<file path="src/rtl/exc_vec_pkg.sv">
package exc_vec_pkg;

  localparam int NUM_SRC = 8;
  localparam int SRC_W   = $clog2(NUM_SRC);

  typedef enum logic [1:0] {
    PL_USR = 2'd0,
    PL_KRN = 2'd1,
    PL_HYP = 2'd2
  } pl_e;

  // cause code equals the vector slot, except SENS which vectors through slot 1
  typedef enum logic [2:0] {
    CS_RST  = 3'd0,
    CS_UND  = 3'd1,
    CS_SVC  = 3'd2,
    CS_PABT = 3'd3,
    CS_DABT = 3'd4,
    CS_SENS = 3'd5,
    CS_IRQ  = 3'd6,
    CS_FIQ  = 3'd7
  } cause_e;

  // priority position -> cause, position 0 wins
  function automatic cause_e prio2cause(input logic [SRC_W-1:0] idx);
    case (idx)
      3'd0:    prio2cause = CS_RST;
      3'd1:    prio2cause = CS_DABT;
      3'd2:    prio2cause = CS_FIQ;
      3'd3:    prio2cause = CS_IRQ;
      3'd4:    prio2cause = CS_PABT;
      3'd5:    prio2cause = CS_SENS;
      3'd6:    prio2cause = CS_UND;
      default: prio2cause = CS_SVC;
    endcase
  endfunction

  // in guest mode, positions routed to the hypervisor: RST, FIQ, IRQ, SENS
  localparam logic [NUM_SRC-1:0] GUEST_HYP_MASK = 8'b0010_1101;

endpackage

</file>
<file path="src/rtl/evt_req_build.sv">
module evt_req_build
  import exc_vec_pkg::*;
#(
  parameter int N = NUM_SRC,
  parameter logic [N-1:0] HYP_MASK = GUEST_HYP_MASK
) (
  input  logic         ev_reset_i,
  input  logic         ev_undef_i,
  input  logic         ev_svc_i,
  input  logic         ev_pabt_i,
  input  logic         ev_dabt_i,
  input  logic         ev_irq_i,
  input  logic         ev_fiq_i,
  input  logic         insn_valid_i,
  input  logic         insn_priv_i,
  input  logic         insn_sens_i,
  input  logic [1:0]   cur_pl_i,
  input  logic         guest_i,
  output logic [N-1:0] req_o,
  output logic [N-1:0] rt_hyp_o
);

  logic priv_trap;
  logic sens_trap;

  assign priv_trap = insn_valid_i & insn_priv_i & (cur_pl_i == PL_USR);
  assign sens_trap = insn_valid_i & insn_sens_i & guest_i;

  always_comb begin
    req_o    = '0;
    req_o[0] = ev_reset_i;
    req_o[1] = ev_dabt_i;
    req_o[2] = ev_fiq_i;
    req_o[3] = ev_irq_i;
    req_o[4] = ev_pabt_i;
    req_o[5] = sens_trap;
    req_o[6] = ev_undef_i | priv_trap;
    req_o[7] = ev_svc_i;
  end

  for (genvar g = 0; g < N; g++) begin : g_route
    assign rt_hyp_o[g] = ~guest_i | HYP_MASK[g];
  end

endmodule

</file>
<file path="src/rtl/prio_pick.sv">
module prio_pick #(
  parameter int N  = 8,
  localparam int IW = $clog2(N)
) (
  input  logic [N-1:0]  req_i,
  output logic          any_o,
  output logic [IW-1:0] idx_o
);

  assign any_o = |req_i;

  always_comb begin
    idx_o = '0;
    for (int i = N - 1; i >= 0; i--) begin
      if (req_i[i]) idx_o = IW'(i);
    end
  end

endmodule

</file>
<file path="src/rtl/vec_target.sv">
module vec_target
  import exc_vec_pkg::*;
#(
  parameter int AW = 32,
  parameter logic [AW-1:0] HI_BASE = 32'hFFFF_0000
) (
  input  cause_e        cause_i,
  input  logic          to_hyp_i,
  input  logic          guest_i,
  input  logic [1:0]    cur_pl_i,
  input  logic          hi_vec_i,
  input  logic [AW-1:0] gst_vbar_i,
  input  logic [AW-1:0] hyp_vbar_i,
  output logic [AW-1:0] pc_o,
  output logic [1:0]    new_pl_o,
  output logic          new_guest_o
);

  logic [2:0]    slot;
  logic [AW-1:0] base;

  assign slot = (cause_i == CS_SENS) ? 3'(CS_UND) : 3'(cause_i);
  assign base = hi_vec_i ? HI_BASE : (to_hyp_i ? hyp_vbar_i : gst_vbar_i);
  assign pc_o = base + AW'({slot, 2'b00});

  always_comb begin
    new_guest_o = ~to_hyp_i;
    if (cause_i == CS_RST) begin
      new_pl_o    = PL_HYP;
      new_guest_o = 1'b0;
    end else if (!to_hyp_i) begin
      new_pl_o = PL_KRN;
    end else if (guest_i) begin
      new_pl_o = PL_HYP;
    end else begin
      // host: never drop level, always leave user
      new_pl_o = (cur_pl_i == PL_HYP) ? PL_HYP : PL_KRN;
    end
  end

endmodule

</file>
<file path="src/rtl/exc_vec_router.sv">
module exc_vec_router
  import exc_vec_pkg::*;
#(
  parameter int AW = 32,
  parameter logic [AW-1:0] HI_BASE = 32'hFFFF_0000
) (
  input  logic          clk_i,
  input  logic          rst_ni,
  input  logic          ev_reset_i,
  input  logic          ev_undef_i,
  input  logic          ev_svc_i,
  input  logic          ev_pabt_i,
  input  logic          ev_dabt_i,
  input  logic          ev_irq_i,
  input  logic          ev_fiq_i,
  input  logic          insn_valid_i,
  input  logic          insn_priv_i,
  input  logic          insn_sens_i,
  input  logic [1:0]    cur_pl_i,
  input  logic          guest_i,
  input  logic          hi_vec_i,
  input  logic [AW-1:0] gst_vbar_i,
  input  logic [AW-1:0] hyp_vbar_i,
  output logic          take_o,
  output logic [AW-1:0] tgt_pc_o,
  output logic [1:0]    new_pl_o,
  output logic          new_guest_o,
  output logic [2:0]    cause_o,
  output logic          to_hyp_o
);

  logic [NUM_SRC-1:0] req;
  logic [NUM_SRC-1:0] rt_hyp;
  logic               any_req;
  logic [SRC_W-1:0]   win_idx;
  cause_e             win_cause;
  logic               win_hyp;
  logic [AW-1:0]      nxt_pc;
  logic [1:0]         nxt_pl;
  logic               nxt_guest;

  evt_req_build #(.N(NUM_SRC), .HYP_MASK(GUEST_HYP_MASK)) u_req (
    .ev_reset_i  (ev_reset_i),
    .ev_undef_i  (ev_undef_i),
    .ev_svc_i    (ev_svc_i),
    .ev_pabt_i   (ev_pabt_i),
    .ev_dabt_i   (ev_dabt_i),
    .ev_irq_i    (ev_irq_i),
    .ev_fiq_i    (ev_fiq_i),
    .insn_valid_i(insn_valid_i),
    .insn_priv_i (insn_priv_i),
    .insn_sens_i (insn_sens_i),
    .cur_pl_i    (cur_pl_i),
    .guest_i     (guest_i),
    .req_o       (req),
    .rt_hyp_o    (rt_hyp)
  );

  prio_pick #(.N(NUM_SRC)) u_pick (
    .req_i(req),
    .any_o(any_req),
    .idx_o(win_idx)
  );

  assign win_cause = prio2cause(win_idx);
  assign win_hyp   = rt_hyp[win_idx];

  vec_target #(.AW(AW), .HI_BASE(HI_BASE)) u_tgt (
    .cause_i    (win_cause),
    .to_hyp_i   (win_hyp),
    .guest_i    (guest_i),
    .cur_pl_i   (cur_pl_i),
    .hi_vec_i   (hi_vec_i),
    .gst_vbar_i (gst_vbar_i),
    .hyp_vbar_i (hyp_vbar_i),
    .pc_o       (nxt_pc),
    .new_pl_o   (nxt_pl),
    .new_guest_o(nxt_guest)
  );

  always_ff @(posedge clk_i or negedge rst_ni) begin
    if (!rst_ni) begin
      take_o      <= 1'b0;
      tgt_pc_o    <= '0;
      new_pl_o    <= PL_HYP;
      new_guest_o <= 1'b0;
      cause_o     <= CS_RST;
      to_hyp_o    <= 1'b0;
    end else begin
      take_o <= any_req;
      if (any_req) begin
        tgt_pc_o    <= nxt_pc;
        new_pl_o    <= nxt_pl;
        new_guest_o <= nxt_guest;
        cause_o     <= win_cause;
        to_hyp_o    <= win_hyp;
      end
    end
  end

endmodule

</file>
<file path="config.mk">
export PLATFORM = sky130hd
export DESIGN_NAME = exc_vec_router
export DESIGN_NICKNAME = d
export VERILOG_FILES = /design/src/rtl/exc_vec_pkg.sv /design/src/rtl/evt_req_build.sv /design/src/rtl/prio_pick.sv /design/src/rtl/vec_target.sv /design/src/rtl/exc_vec_router.sv
export SDC_FILE = /design/constraint.sdc
export NUM_CORES = 1
export LEC_CHECK = 0
export BUFFER_PORTS_ARGS = -buffer_cell sky130_fd_sc_hd__buf_2
export CAP_MARGIN = 15
export CORE_UTILIZATION = 50
export DETAILED_ROUTE_END_ITERATION = 12
export PLACE_DENSITY = 0.81
export REMOVE_ABC_BUFFERS = 1
export SLEW_MARGIN = 0
export SYNTH_ARGS = -nofsm -noshare
export SYNTH_HDL_FRONTEND = slang
export SYNTH_SLANG_ARGS = --single-unit
</file>
<file path="constraint.sdc">
create_clock -name clk_i -period 1 [get_ports clk_i]
set_input_delay 0 -clock clk_i [delete_from_list [all_inputs] [get_ports clk_i]]
set_output_delay 0 -clock clk_i [all_outputs]
set_load 0.005 [all_outputs]
</file>
* Word level (Yosys, flattened, before mapping)
Cells that the tools add are included.
** Cells by class
- $add $sub $neg :: 1
- $mul :: 0
- Divide/modulo/power cells :: 0
- Magnitude comparators :: 1
- Equal/unequal tests :: 8
- Shifts and indexed selects :: 0
- Multiplexer cells :: 19
- Bitwise logic cells :: 7
- Reductions and logical operators :: 4
** Operators with widths (number)
- 32-bit 2-to-1 mux :: 2
- 32-bit by 5-bit adder with 32-bit output :: 1
- 3-bit 2-to-1 mux :: 9
- 3-bit one-hot mux with 7 select lines :: 1
- 3-bit == test (second input constant) :: 4
- 2-bit 2-to-1 mux :: 4
- 8-bit OR reduction :: 1
- 3-bit by 2-bit == test with 1-bit output (second input constant) :: 2
- 3-bit logical NOT :: 2
- 1-bit bitwise AND :: 4
- 3-bit by 4-bit < comparator with 1-bit output (second input constant) :: 1
- 1-bit binary-select mux with 3-bit select :: 1
- 3-bit by 1-bit == test with 1-bit output (second input constant) :: 1
- 2-bit == test (second input constant) :: 1
- 2-bit logical NOT :: 1
- 1-bit 2-to-1 mux :: 2
- 1-bit NOT :: 2
- 1-bit bitwise OR :: 1
** Storage, ports and cells
- Register bits :: 40
- Bits in latches :: 0
- Bits in writable memories :: 0
- Bits in read-only memories :: 0
- Word-level logic and storage cells :: 46
- Memories :: 0

* Logic depth before layout (Yosys ltp)
- Word-level depth :: 15
- Gate-level depth with buffers :: 20
- Depth with buffers taken out :: 17

* By module
Synthesis repeated with hierarchy kept, for this count alone.
** Unflattened totals
- Cells, all modules :: 339
- Area total of the unflattened synthesis :: 3335.7 µm²
** Modules (own cells, without submodules)
- exc_vec_router :: times used 1, cells each 101, area an instance 1601.5 µm², seq. area each 1002.2 µm²
- vec_target :: times used 1, cells each 206, area an instance 1521.5 µm², seq. area each 0.0 µm²
- evt_req_build :: times used 1, cells each 19, area an instance 131.4 µm², seq. area each 0.0 µm²
- prio_pick :: times used 1, cells each 13, area an instance 81.3 µm², seq. area each 0.0 µm²

* Worst setup path before layout
OpenSTA, ideal clock, no wires.
- Path type :: input to register
- From :: in cur_pl_i[0]
- To :: reg tgt_pc_o[29]
- Data arrival time :: 3.828 ns
- Data required time :: 0.879 ns
- Slack :: -2.949 ns
- Stages :: 19
- Path buffers :: 3
- Path through :: and4bb_1 -> o31a_1 -> a221o_1 -> o2bb2ai_4 -> buf_4 -> buf_2 -> mux2i_1 -> or2_2 -> inv_1 -> ha_1 -> a21o_1 -> a21oi_1 -> or2_2 -> nor3_1 -> mux2_4 -> and2_1 -> buf_6 -> a211o_1 -> a22o_1
** Between the ends
- Longest elaborated chain between the ends :: 15
- Elaborated cells on any way between the ends :: 26
- Those cells by class :: add/sub (1); eq/ne (7); mux (13); bitwise (2); reduce/logical (3)
** RTL lines
- start, declared :: RTL line exc_vec_router.sv:19 : input logic [1:0] cur_pl_i,
- 2-bit logical NOT * :: RTL line evt_req_build.sv:26 : assign priv_trap = insn_valid_i & insn_priv_i & (cur_pl_i == PL_USR);
- 1-bit bitwise AND * :: RTL line evt_req_build.sv:26
- 1-bit bitwise OR * :: RTL line evt_req_build.sv:37 : req_o[6] = ev_undef_i | priv_trap;
- 3-bit 2-to-1 mux (7 in series) :: RTL line prio_pick.sv:15 : if (req_i[i]) idx_o = IW'(i);
- 3-bit == test, or another cell as far along :: RTL line exc_vec_pkg.sv:26 : case (idx)
- 3-bit one-hot mux with 7 select lines or 1-bit 2-to-1 mux (tied branches) :: RTL line exc_vec_pkg.sv:26, exc_vec_router.sv:66
- 3-bit == test or 32-bit 2-to-1 mux (tied branches) :: RTL line vec_target.sv:22, vec_target.sv:23
- 3-bit 2-to-1 mux or 32-bit 2-to-1 mux (tied branches) :: RTL line vec_target.sv:22, vec_target.sv:23
- 32-bit by 5-bit adder with 32-bit output :: RTL line vec_target.sv:24 : assign pc_o = base + AW'({slot, 2'b00});
- end signal, assigned :: RTL line exc_vec_router.sv:92 : tgt_pc_o <= nxt_pc;
- end, declared :: RTL line exc_vec_router.sv:25 : output logic [AW-1:0] tgt_pc_o,
Mark *: on every way between the ends. The rest lies on a longest branch, timed or not. The select of a mux whose other input is x is not followed.
A chain may end at the register's enable or synchronous reset.

* Final worst setup path
- From :: in insn_priv_i
- To :: reg tgt_pc_o[26]
** Between the ends
- Longest elaborated chain between the ends :: 15
- Elaborated cells on any way between the ends :: 26
- Those cells by class :: add/sub (1); eq/ne (7); mux (13); bitwise (3); reduce/logical (2)
** RTL lines
- start, declared :: RTL line exc_vec_router.sv:17 : input logic insn_priv_i,
- 1-bit bitwise AND * (2 in series) :: RTL line evt_req_build.sv:26
- 1-bit bitwise OR * :: RTL line evt_req_build.sv:37
- 3-bit 2-to-1 mux (7 in series) :: RTL line prio_pick.sv:15
- 3-bit == test, or another cell as far along :: RTL line exc_vec_pkg.sv:26
- 3-bit one-hot mux with 7 select lines or 1-bit 2-to-1 mux (tied branches) :: RTL line exc_vec_pkg.sv:26, exc_vec_router.sv:66
- 3-bit == test or 32-bit 2-to-1 mux (tied branches) :: RTL line vec_target.sv:22, vec_target.sv:23
- 3-bit 2-to-1 mux or 32-bit 2-to-1 mux (tied branches) :: RTL line vec_target.sv:22, vec_target.sv:23
- 32-bit by 5-bit adder with 32-bit output :: RTL line vec_target.sv:24
Marks and branches as above.

==> out/metrics.cfg <==
[layout]
drive_gt1_share_pct = 51.5
area_growth_pct = 59.2
antenna_cells = 0
multi_input_area_um2 = 2250
final_nets = 660
final_cells = 652
final_core_util_pct = 83.2
fillCellCount = 332
seq_area_um2 = 1000
mostFrequentLayoutCells = buf_2, buf_4, nor2_1, dfrtp_1, nand2_1
final_common_cell = buf_2

[detailed_routing]
remaining_drc_errors = 0
dr.pass1.iters = 4
wl_mm = 11.1
vias = 3744
vias_per_cell = 5.74
drt_iter0_markers = 313
post_drt_wl_per_cell_um = 17.0
ant_nets = 0

[timing]
hold_viol = 0
relSlewSlack_pct = 73.8
setup_slack_ns = -2.13
fin_crit_sh_pct = 313
fmax_mhz = 320
finalSetupViolCount = 39
clock-skew-final_ns = 0
fin_crit_ns = 3.13
finalMaxSlewViolations = 0
tightest_slew_ns = 0.381
rsz0062_at_grt = yes

[power_and_ir_drop]
power.density_nw_per_um2 = 1040
p_leak_nw = 2.36
ir_drop_mv = 1.06

[placed_design]
io_buffers = 119
dp_hpwl_mm = 7.25
place_inst = 631
place_congestion = 0.909

[synth]
synthCells = 374
ys_ff_latch = 40
yosys_most_used_dff = dfrtp_1
synth_edf_count = 0
ys_types = 59
async_flop_share_pct = 100
ys_warn_count = 0
ys_seq_area_share_pct = 32.0
syn-cell-area_um2 = 3130
synth_area_per_cell_um2 = 8.37

[floorplanning]
num_io_pins = 120
die_area_um2 = 6580
chipHeight_um = 81.1
placementRows = 28
fp.dieW_um = 81.1
core_um2 = 5990
initial_core_util_pct = 52.3

[status]
violations = negative setup slack
status = finished with violations

[setup_path]
cp-start-kind = primary input
timing.rr.start = tgt_pc_o[30]
rrSetupSlack_ns = 0.21
r2r_end = tgt_pc_o[30]
worst-setup-path-type = primary input to register
cp-end-kind = register
crit_required_ns = 1.20
arrival_ns = 3.32
rr_worst_depth = 2
startpoint = insn_priv_i
critPathMaxFanout = 6
crit_path_end = tgt_pc_o[26]

[clock_tree]
cts_tree = done
clockBufferDepth = 2
numCtsBuffers = 5
cts_max_level = 2
cts.sinks = 40
clkTransAtPathRegs_ns = 0.09
cts-root-buf = clkbuf_8
clk_latency_ns = 0.29

[grt]
grt_pass1_vias = 3483
antenna_found_initial = 0
overflow = 0
grt_pass1_wl_mm = 15.5
grt_util_all_layers_pct = 30.6
grt_start_max_net_pins = 31

[min_path]
hp-class = primary input to register

[flow_run]
drv_cap = 0

where the power goes:
| part | switching (mW) | internal [mW] |
|---|---|---|
| clock network | 0.591 | 1.25 |
| registers | 0.0783 | 1.75 |
| logic | 0.739 | 0.762 |
| total | 1.41 | 3.76 |
critical path, cell delays in order:
cell       delay [ns]
buf_6            0.09
and4bb_1         0.20
o31a_1           0.26
a221o_1          0.40
o2bb2ai_4        0.21
buf_4            0.14
buf_4            0.10
mux2i_1          0.18
nor2_1           0.07
ha_1             0.31
a21o_1           0.24
nand3_2          0.10
nor2_2           0.04
mux2_4           0.28
buf_6            0.14
and2_4           0.16
o21a_1           0.10
o31ai_1          0.29
metrics by stage:
step                setup slack [ns]  power [mW]  hold slack (ns)  area [µm²]  TNS [ns]
floorplan                      -3.36        2.38           -0.296        3020    -97.37
global placement               -2.42        3.07           -0.110        4360    -68.21
detailed placement             -2.52        3.12           -0.105        4360    -71.15
CTS                            -1.99        5.04           0.0447        4780    -54.21
global route                   -2.26        5.37           0.0450        4990    -61.53
finish                         -2.13        5.17           0.0354        4990    -57.61
worst min-delay path by stage:
stage	from	to	slack (ns)	cells after the start
final	hyp_vbar_i[1]	tgt_pc_o[1]	0.04	3
after global routing	hyp_vbar_i[1]	tgt_pc_o[1]	0.05	3
after CTS	hyp_vbar_i[1]	tgt_pc_o[1]	0.04	3
after detailed placement	rst_ni	take_o	-0.11	1
after global placement	rst_ni	take_o	-0.11	1
after floorplan	rst_ni	cause_o[0]	-0.30	0
state kept, by name, summed over array words and instances, names as in the netlist:
signal	cells
new_pl_o	2
new_guest_o	1
cause_o	3
tgt_pc_o	32
to_hyp_o	1
take_o	1
what timing repair did:
action | CTS | global route
setup endpoints to repair | 39 | 40
hold buffers | 1 | 0
pin swaps | 39 | 31
resized for setup | 61 | 35
buffers inserted | 6 | 10
endpoints found under the hold margin | 40 | 0
synth_stat cells, types with 2 or more instances:
cell type	number	area, µm²
nand3b_1	2	15.0
a21oi_1	17	85.1
o31ai_1	7	52.6
buf_4	3	22.5
nand4_1	4	25.0
mux2_2	11	124
clkbuf_1	11	41.3
xor2_1	11	96.3
a22o_1	3	26.3
nor3_1	4	20.0
dfrtp_1	39	976
a211oi_1	5	37.5
ha_1	3	37.5
nor2_1	54	203
mux2_4	2	30.0
a21o_1	4	30.0
o21a_1	4	30.0
buf_1	3	11.3
o211ai_1	2	15.0
a211o_1	2	17.5
nand3_1	12	60.1
o21bai_1	2	15.0
mux2i_1	27	270
or2_2	3	18.8
and3_1	6	37.5
and4b_1	4	40.0
a31oi_1	6	37.5
inv_1	13	48.8
nand2_1	43	161
xnor2_1	8	70.1
buf_6	3	33.8
nor2b_1	3	18.8
o21ai_0	20	100
or3_1	2	12.5
nand2b_1	3	18.8
and2_1	4	25.0
and4_1	2	17.5
routing by layer:
layer	track usage (%)	vias up	wire [µm]
met2	57.1	182	5890
met4	12.9	0	361
li1	-	1728	-
met1	34.8	1796	4220
met3	3.82	38	620
met5	0	-	0
cells by family (layout without fill, tap and decap cells):
kind of cell             after synthesis  after routing  synth area share (%)
XOR/XNOR                              19             19                  5.31
AO/OA/AOI/OAI                         83             83                  17.9
buffers and inverters                 34            237                  5.19
AND/OR/NAND/NOR                      154            154                  24.2
multiplexers                          40             40                  13.5
flip-flops                            40             40                  32.0
adder cells (fa/ha/maj)                4              4                  1.84
final cells by class:
class	count	area share [%]
Inverter	13	1.03
Tap cell	75	1.88
Sequential cell	40	20.1
Clock inverter	3	1.81
Clock buffer	5	1.38
Timing Repair Buffer	216	28.6
Multi-Input combinational cell	300	45.2
Note: power is estimated with default switching activity, not from simulation.
